## config.mk

```make
export PLATFORM = sky130hd
export DESIGN_NAME = lbg_access_gate
export DESIGN_NICKNAME = d
export VERILOG_FILES = /design/src/rtl/lbg_pkg.sv /design/src/rtl/lbg_perm_lookup.sv /design/src/rtl/lbg_sat_counter.sv /design/src/rtl/lbg_access_gate.sv
export SDC_FILE = /design/constraint.sdc
export NUM_CORES = 1
export LEC_CHECK = 0
export BUFFER_PORTS_ARGS = -buffer_cell sky130_fd_sc_hd__buf_2
export CORE_MARGIN = 1
export CORE_UTILIZATION = 35
export DETAILED_ROUTE_END_ITERATION = 10
export PLACE_DENSITY = 0.85
export SYNTH_ARGS = -nofsm -noshare
export SYNTH_HDL_FRONTEND = slang
export SYNTH_SLANG_ARGS = --single-unit
```

## constraint.sdc

```tcl
create_clock -name clk -period 3.2 [get_ports clk]
set_clock_uncertainty 0.05 [all_clocks]
set_input_delay 0 -clock clk [delete_from_list [all_inputs] [get_ports clk]]
set_output_delay 0 -clock clk [all_outputs]
set_load 0.05 [all_outputs]
```

## src/rtl/lbg_pkg.sv

```systemverilog
package lbg_pkg;
    typedef enum logic {
        ACC_RD = 1'b0,
        ACC_WR = 1'b1
    } acc_kind_e;
endpackage

```

## src/rtl/lbg_perm_lookup.sv

```systemverilog
module lbg_perm_lookup #(
    parameter int LEVELS      = 4,
    parameter int REGION_BITS = 3,
    parameter logic [LEVELS*(2**REGION_BITS)-1:0] PERM_RD = '0,
    parameter logic [LEVELS*(2**REGION_BITS)-1:0] PERM_WR = '0
) (
    input  logic [$clog2(LEVELS)-1:0] lvl,
    input  logic [REGION_BITS-1:0]    region,
    input  lbg_pkg::acc_kind_e        kind,
    output logic                      allow
);
    localparam int REGIONS = 2**REGION_BITS;

    logic [LEVELS-1:0][REGIONS-1:0] row_rd;
    logic [LEVELS-1:0][REGIONS-1:0] row_wr;

    for (genvar l = 0; l < LEVELS; l++) begin : g_row
        assign row_rd[l] = PERM_RD[l*REGIONS +: REGIONS];
        assign row_wr[l] = PERM_WR[l*REGIONS +: REGIONS];
    end

    always_comb begin
        allow = 1'b0;
        if (int'(lvl) < LEVELS) begin
            allow = (kind == lbg_pkg::ACC_WR) ? row_wr[lvl][region] : row_rd[lvl][region];
        end
    end
endmodule

```

## src/rtl/lbg_sat_counter.sv

```systemverilog
module lbg_sat_counter #(
    parameter int W = 8
) (
    input  logic         clk,
    input  logic         rst_n,
    input  logic         inc,
    output logic [W-1:0] count
);
    localparam logic [W-1:0] TOP = '1;

    logic [W-1:0] cnt_d, cnt_q;

    always_comb begin
        cnt_d = cnt_q;
        if (inc && cnt_q != TOP) begin
            cnt_d = cnt_q + 1'b1;
        end
    end

    always_ff @(posedge clk or negedge rst_n) begin
        if (!rst_n) cnt_q <= '0;
        else        cnt_q <= cnt_d;
    end

    assign count = cnt_q;

    // a refused request below the ceiling adds exactly one
    a_r7_step: assert property (@(posedge clk) disable iff (!rst_n)
        (inc && cnt_q != TOP) |=> (cnt_q == $past(cnt_q) + 1'b1));
    // no refused request, no change
    a_r7_hold: assert property (@(posedge clk) disable iff (!rst_n)
        !inc |=> $stable(cnt_q));
    // the ceiling is sticky
    a_r7_ceiling: assert property (@(posedge clk) disable iff (!rst_n)
        (cnt_q == TOP) |=> (cnt_q == TOP));
endmodule

```

## src/rtl/lbg_access_gate.sv

```systemverilog
module lbg_access_gate #(
    parameter int ADDR_W      = 16,
    parameter int DATA_W      = 32,
    parameter int LEVELS      = 4,
    parameter int REGION_BITS = 3,
    parameter int CNT_W       = 8,
    parameter logic [LEVELS*(2**REGION_BITS)-1:0] PERM_RD = 32'hFF7F1F07,
    parameter logic [LEVELS*(2**REGION_BITS)-1:0] PERM_WR = 32'hF0300C03
) (
    input  logic                      clk,
    input  logic                      rst_n,
    input  logic                      en_set,
    input  logic [$clog2(LEVELS)-1:0] lvl_in,
    input  logic                      u_valid,
    output logic                      u_ready,
    input  logic                      u_write,
    input  logic [ADDR_W-1:0]         u_addr,
    input  logic [DATA_W-1:0]         u_wdata,
    output logic                      u_grant,
    output logic                      u_err,
    output logic                      p_valid,
    input  logic                      p_ready,
    output logic                      p_write,
    output logic [ADDR_W-1:0]         p_addr,
    output logic [DATA_W-1:0]         p_wdata,
    output logic [CNT_W-1:0]          viol_count
);
    import lbg_pkg::*;

    localparam int LVL_W = $clog2(LEVELS);

    typedef struct packed {
        logic             en;
        logic [LVL_W-1:0] lvl;
    } gate_st_t;

    gate_st_t st_d, st_q;

    logic [REGION_BITS-1:0] region;
    acc_kind_e              kind;
    logic                   allow;
    logic                   pass;

    assign region = u_addr[ADDR_W-1 -: REGION_BITS];
    assign kind   = u_write ? ACC_WR : ACC_RD;

    lbg_perm_lookup #(
        .LEVELS      (LEVELS),
        .REGION_BITS (REGION_BITS),
        .PERM_RD     (PERM_RD),
        .PERM_WR     (PERM_WR)
    ) u_lookup (
        .lvl    (st_q.lvl),
        .region (region),
        .kind   (kind),
        .allow  (allow)
    );

    always_comb begin
        st_d = st_q;
        if (en_set && !st_q.en) begin
            st_d.en  = 1'b1;
            st_d.lvl = lvl_in;
        end
    end

    always_ff @(posedge clk or negedge rst_n) begin
        if (!rst_n) st_q <= '0;
        else        st_q <= st_d;
    end

    assign pass    = st_q.en && allow;
    assign u_grant = u_valid && pass;
    assign u_err   = u_valid && !pass;
    assign u_ready = pass ? p_ready : 1'b1;
    assign p_valid = u_grant;
    assign p_write = u_write;
    assign p_addr  = u_addr;
    assign p_wdata = u_wdata;

    lbg_sat_counter #(.W(CNT_W)) u_viol (
        .clk   (clk),
        .rst_n (rst_n),
        .inc   (u_err),
        .count (viol_count)
    );

    // once open, the gate stays open until reset
    a_r3_en_held: assert property (@(posedge clk) disable iff (!rst_n)
        st_q.en |=> st_q.en);
    // the stored level is frozen while the gate is open
    a_r8_lvl_frozen: assert property (@(posedge clk) disable iff (!rst_n)
        st_q.en |=> $stable(st_q.lvl));
    // nothing is forwarded before the gate opens
    a_r2_locked: assert property (@(posedge clk) disable iff (!rst_n)
        !st_q.en |-> !p_valid);
    // a refused request completes at once and is not forwarded
    a_r6_deny_done: assert property (@(posedge clk) disable iff (!rst_n)
        u_err |-> (u_ready && !p_valid));
    // forwarded fields match the request
    a_r5_fields: assert property (@(posedge clk) disable iff (!rst_n)
        p_valid |-> (p_addr == u_addr && p_write == u_write && p_wdata == u_wdata));
    // a waiting permitted request is held on the user side
    a_r9_stall: assert property (@(posedge clk) disable iff (!rst_n)
        (u_grant && !p_ready) |-> (!u_ready && !u_err));
endmodule

```

==> run metrics, run 1 <==
outcome finished, final reports clean; CTS tree built; simple-gate share of the synthesized area 0.1560; Synth Area in XOR/XNOR 0.05371; pre-CTS setup slack approximately 1.4 ns; RSZ-0062 raised after global routing no; WP data required about 3.2 ns; clk sinks 11; register area about 280 um^2; initial antenna violation count 0; TritonCTS Buffers 3; achievable frequency a little under 500 MHz; sequential-to-total area share from yosys stat 0.2813; area delta synth->final 31.71%; final worst slack between 1 and 1.5 ns; later-pin clock latency in the skew report 0.27 ns; worst-path fanout max 10; Max Root-Sink Buffers 2; area occupied by multi-input gates 327.8 um^2; die area between 3000 and 4000 um^2; post-synth cell types 28; first-pass GRT wire length between 3000 and 4000 um; type of the worst setup path reg2out; GRT Total Usage 0.1513; total global routing overflow 0; fraction of final layout cells sized beyond drive strength 1 0.2761; Slew @ Worst Pin 0.5258 ns; Final setup viols 0; Critical Path Max Stage Delay between 0.4 and 0.5 ns; Syn Area/Cell ~9.3 um^2; Seq cells post-synth 11; post-synth top area share 0.3836; I/O pins 117; post-synthesis compound-gate area fraction 0.06266; I/O Buffers 26; Mapped Area around 980 um^2; vias per cell ~4.7; clock slew at reported path FFs about 0.070 ns; Residual DRC 0; initial core utilization 0.3811; CP Capture Type output pin; CP arrival 2.01 ns; Syn. warnings 0; Max Cap Violations 0; final hold vios 0; critical path cell sequence nor2b_1 -> o31a_1 -> a211oi_4 -> or2b_1 -> buf_2; diode count 0; Synthesized Nets between 150 and 200; Post-DP HPWL 1670 um; core area between 2000 and 3000 um^2; via count about 770; antenna viol nets, final 0; Power Density 630.9 nW/um^2; vias in the first global route between 600 and 700; routed len/inst 15.13 um; Synth area leaders buf_4 (38%), dfrtp_1 (28%), xor2_1 (5.4%); largest family of logic cells by synthesized area buffers and inverters; VDD IR max roughly 480 uV; routed wire length 2482 um; drt pass-1 iters 4; fin crit period 2.056 ns; leakage power 0.6007 nW; dominant cell type by area after synthesis buf_4; Slew Viols, Final 0; # rows 18; Slew HR 0.6483; mux cell area share after synthesis 0.04987; nets@finish between 150 and 200; Die H approximately 55 um; clock root buffer clkbuf_4; GP Congestion around 0.78; H-tree depth 1; Mapped Cells around 110; # fillers 234; Die W between 50 and 60 um; CP max-delay cell a211oi_4; largest net degree at the start of global routing 12; Synth Area in Adders 0.01279; hold crit path type in2async; DR iter-0 viols 7; setup_tns 0 ns; type of origin of the critical path flip-flop; final worst-path cycle share 0.6425
## worst max-delay path: cells and delay by family (launching register included)
kind	cells	cell delay, ns
and+or+nand+nor	2	0.40
buffers and inverters	1	0.21
AOI/OAI and AO/OA	2	0.71
DFF	1	0.40
## Yosys cell counts, drive strengths merged
cell type	n
a211oi	1
a21boi	1
a21oi	2
and2	1
and2b	1
and3	1
and4	1
buf	50
dfrtp	11
ha	1
mux2	4
nand2	1
nand2b	2
nand3	4
nand4	2
nor2	3
nor2b	2
nor3	3
nor3b	2
o21ai	3
o31a	1
or2	1
or2b	1
xor2	6
## kinds of logic after synthesis
group / count (synthesis)
AO/OA/AOI/OAI: 8
flip-flops: 11
AND/OR/NAND/NOR: 25
buffers and inverters: 50
multiplexers: 4
XOR/XNOR: 6
adder cells (fa/ha/maj): 1
## sequential cells by signal, indices dropped and copies added (netlist names)
signal        count
st_q              3
u_viol.count      8
## routing by layer
| layer | routed length, um | vias to the layer above | part of all wire | GRT usage |
|---|---|---|---|---|
| met4 | 29 | 0 | 0.012 | 0.05128 |
| met2 | 1448 | 62 | 0.58 | 0.3173 |
| met5 | 0 | - | 0 | 0 |
| li1 | - | 355 | - | - |
| met3 | 224 | 4 | 0.090 | 0.04167 |
| met1 | 781 | 348 | 0.31 | 0.1304 |
## where the power goes
group	switching [mW]	internal, mW	leakage, nW
Combinational	0.351	0.131	0.448
Sequential	0.0544	0.180	0.135
Clock	0.0507	0.0463	0.0177
## through the flow
step | std cells | util | total power, mW | hold WS [ns] | cell area, um^2
global placement | 111 | 0.3002 | 0.5474 | -0.1724 | 770.7
detailed placement | 111 | 0.3002 | 0.5595 | -0.1624 | 770.7
CTS | 164 | 0.5019 | 0.8166 | 0.07909 | 1289
global route | 164 | 0.5019 | 0.8513 | 0.1051 | 1289
finish | 164 | 0.5019 | 0.8130 | 0.07646 | 1289
floorplan | 105 | - | 0.6292 | -0.3456 | 978.4
## final timing paths
path	from	end	slack [ns]	cells past startpoint
worst min-delay path	rst_n	st_q[0]	0.08	2
min in group clk	u_valid	u_viol.count[7]	0.14	4
worst max register to register	st_q[0]	u_viol.count[6]	1.36	5
max in group asynchronous	rst_n	u_viol.count[2]	2.82	2
worst min register to register	st_q[2]	st_q[2]	0.45	1
worst max-delay path	st_q[0]	u_ready	1.14	5
## area by class of cell
class | instances | area share
Clock inverter | 1 | 0.003883
Sequential cell | 11 | 0.2136
Tap cell | 30 | 0.02913
Multi-Input combinational cell | 44 | 0.2544
Clock buffer | 3 | 0.01748
Timing Repair Buffer | 75 | 0.4816
## timing repair
item	in CTS	in global routing
buffers inserted	0	0
hold endpoints to repair	59	0
gates resized for setup	0	0
hold buffers	49	0
## cells in the final DEF, fill, tap and decap left out, types with 2 or more instances in the layout
cell type / count
nor2b_1: 2
nand3_1: 4
nor2_1: 2
buf_2: 26
nand2b_1: 2
o21ai_0: 3
nand4_1: 2
dfrtp_1: 11
clkbuf_4: 3
a21oi_1: 2
xor2_1: 6
mux2_2: 2
dlygate4sd3_1: 49
nor3_1: 2
nor3b_1: 2
No activity file was read; power rests on OpenSTA's default activity.
==> inputs of run 2 (changes only) <==
--- a/config.mk
+++ b/config.mk
@@ -7,9 +7,9 @@
 export LEC_CHECK = 0
 export BUFFER_PORTS_ARGS = -buffer_cell sky130_fd_sc_hd__buf_2
 export CORE_MARGIN = 1
-export CORE_UTILIZATION = 35
+export CORE_UTILIZATION = 33
 export DETAILED_ROUTE_END_ITERATION = 10
-export PLACE_DENSITY = 0.85
+export PLACE_DENSITY = 0.81
 export SYNTH_ARGS = -nofsm -noshare
 export SYNTH_HDL_FRONTEND = slang
 export SYNTH_SLANG_ARGS = --single-unit
==> constraint.sdc (replaced) <==
create_clock -name clk -period 2.15 [get_ports clk]
set_clock_uncertainty 0.05 [all_clocks]
set_input_delay 0 -clock clk [delete_from_list [all_inputs] [get_ports clk]]
set_output_delay 0 -clock clk [all_outputs]
set_load 0.05 [all_outputs]
==> run 2 against run 1 <==
  * Worst setup slack got worse by 1.1 ns
  * Final cell count increased by 0.61%
  * Sequential power rose by 50%
  * Clock power rose by 44%
  * Highest routed layer unchanged
  * Sequential share of layout area is the same
  * First-iteration DRC count rose to 6.0 times the previous value
  * Total power increased by 49%
  * Clock-buffer cell count is 1 higher
  * Largest cell class unchanged
  * Combinational power is 49% higher
  * Via count rose by 2.1%
  * Utilization is 3.9 points lower
  * Register-to-register slack got worse by 1.1 ns
==> run metrics, run 2 (synthesized netlist as in run 1, its figures left out) <==
diode count 0 (unchanged); via count 785 (was 769); fraction of final layout cells sized beyond drive strength 1 0.2687 (was 0.2761); final hold vios 0 (unchanged); final worst-path cycle share 0.9641; dpl cells 112 (was 111); vias in the first global route 755 (was 672); routed len/inst 13.11 um (was 15.13 um); CP max-delay cell a211oi_4 (unchanged); final worst slack 0.07722 ns (was 1.144 ns); CP Depth 5 (unchanged); CTS tree built (unchanged); type of the worst setup path reg2out (unchanged); RSZ-0062 raised after global routing no (unchanged); hold crit path type in2async (unchanged); # rows 19 (was 18); fin area 1289 um^2 (unchanged); clk sinks 11 (unchanged); R2R Path End u_viol.count[1] (was u_viol.count[6]); Final Non-Filler Cells 165 (was 164); Critical Path Max Stage Delay 0.45 ns (about the same); H-tree depth 1 (unchanged); largest net degree at the start of global routing 12 (unchanged); Final setup viols 0 (unchanged); max FFs per register 8 (unchanged); area delta synth->final 31.71% (unchanged); RR Startpoint st_q[0] (unchanged); crit path to p_valid (was u_ready); DP Area 772.0 um^2 (was 770.7 um^2); Slew @ Worst Pin 0.5116 ns (was 0.5258 ns); CP arrival 2.02 ns (was 2.01 ns); leakage power 0.5980 nW (was 0.6007 nW); die area 3187 um^2 (was 3011 um^2); Residual DRC 0 (unchanged); Slew HR 0.6578 (was 0.6483); I/O Buffers 26 (unchanged); GRT Total Usage 0.1295 (was 0.1513); Die W 56.45 um (was 54.87 um); setup slack, reg-to-reg 0.31 ns (was 1.36 ns); type of origin of the critical path flip-flop (unchanged); later-pin clock latency in the skew report 0.27 ns (about the same); setup_tns 0 ns (unchanged); critical path startpoint st_q[0] (unchanged); VDD IR max 601.6 uV (was 480.5 uV); cts repair resizes 0 (unchanged); TritonCTS Buffers 3 (unchanged); Power Density 938.5 nW/um^2 (was 630.9 nW/um^2); first-pass GRT wire length 3180 um (was 3084 um); I/O pins 117 (unchanged); achievable frequency 482.4 MHz; initial antenna violation count 0 (unchanged); total global routing overflow 0 (unchanged); pre-CTS setup slack 0.3071 ns (was 1.371 ns); antenna viol nets, final 0 (unchanged); worst-path fanout max 10 (unchanged); post-CTS setup buffer count 0 (unchanged); DR iter-0 viols 42 (was 7); total power 1.210 mW (was 0.8130 mW); vias per cell 4.758 (was 4.689); clock root buffer clkbuf_4 (unchanged); critical path cell sequence nor2b_1 -> o31a_1 -> a211oi_4 -> and2_1 -> buf_2 (was nor2b_1 -> o31a_1 -> a211oi_4 -> or2b_1 -> buf_2); Top delay family on crit path compound AO/OA/AOI/OAI gates (unchanged); nets@finish 192 (unchanged); Buf+Inv Stages, Crit Path 1 (unchanged); Slew Viols, Final 0 (unchanged); WP data required 2.10 ns (was 3.15 ns); most common cell after layout, fill and taps aside dlygate4sd3_1 (unchanged); GP Congestion 0.8266 (was 0.7829); core area 2781 um^2 (was 2567 um^2); clock slew at reported path FFs 0.07 ns (about the same); most frequent cells in the layout dlygate4sd3_1 (49), buf_2 (26), dfrtp_1 (11) (unchanged); routed wire length 2163 um (was 2482 um); initial core utilization 0.3518 (was 0.3811); fin crit period 2.073 ns; Worst R2R Path Depth 5 (unchanged); CP Capture Type output pin (unchanged); drt pass-1 iters 4 (unchanged); Post-DP HPWL 1450 um (was 1670 um); Max Cap Violations 0 (unchanged); Die H 56.45 um (was 54.87 um); outcome finished, final reports clean (unchanged); Max Root-Sink Buffers 2 (unchanged)
[run 2: changes by cell type in the layout (fill, tap and decap cells not counted)]
cell	change
clkbuf_1	+1
clkinv_2	-1
[run 2: worst min-delay path by stage]
stage	startpoint	to	slack, ns	cells past startpoint
6_report	rst_n	st_q[2]	0.08	2
5_1_grt	u_valid	u_viol.count[7]	0.12	4
4_1_cts	rst_n	st_q[0]	0.08	2
3_5_place_dp	rst_n	st_q[0]	-0.17	1
3_3_place_gp	rst_n	st_q[2]	-0.17	1
2_1_floorplan	rst_n	st_q[0]	-0.35	0
[run 2: power by group]
group          switching (mW)  internal (mW)  total [mW]  leakage [nW]
registers              0.0843          0.268       0.352         0.135
logic                   0.522          0.195       0.717         0.448
clock network          0.0684         0.0719       0.140        0.0150
[run 2: final cells by class]
| class | instances | area (um^2) |
|---|---|---|
| fill | 261 | 1493 |
| timing repair buffer | 75 | 620.6 |
| multi-input combinational | 44 | 327.8 |
| sequential | 11 | 275.3 |
| tap | 31 | 38.79 |
| clock buffer | 4 | 26.28 |
[run 2: metal layers]
layer | GRT usage | share of wire
met1 | 0.1248 | 0.32
met2 | 0.2454 | 0.57
met5 | 0 | 0
met4 | 0.05923 | 0.0079
met3 | 0.04147 | 0.10
[run 2: metrics by stage]
step	hold WS, ns	utilization
global placement	-0.1742	0.2776
global route	0.1194	0.4633
finish	0.07742	0.4633
CTS	0.07503	0.4633
floorplan	-0.3456	-
detailed placement	-0.1689	0.2776
[run 2: repair_timing]
action                                  CTS  global route
hold buffers                             49             0
endpoints found under the setup margin    0             0
endpoints found under the hold margin    59             0
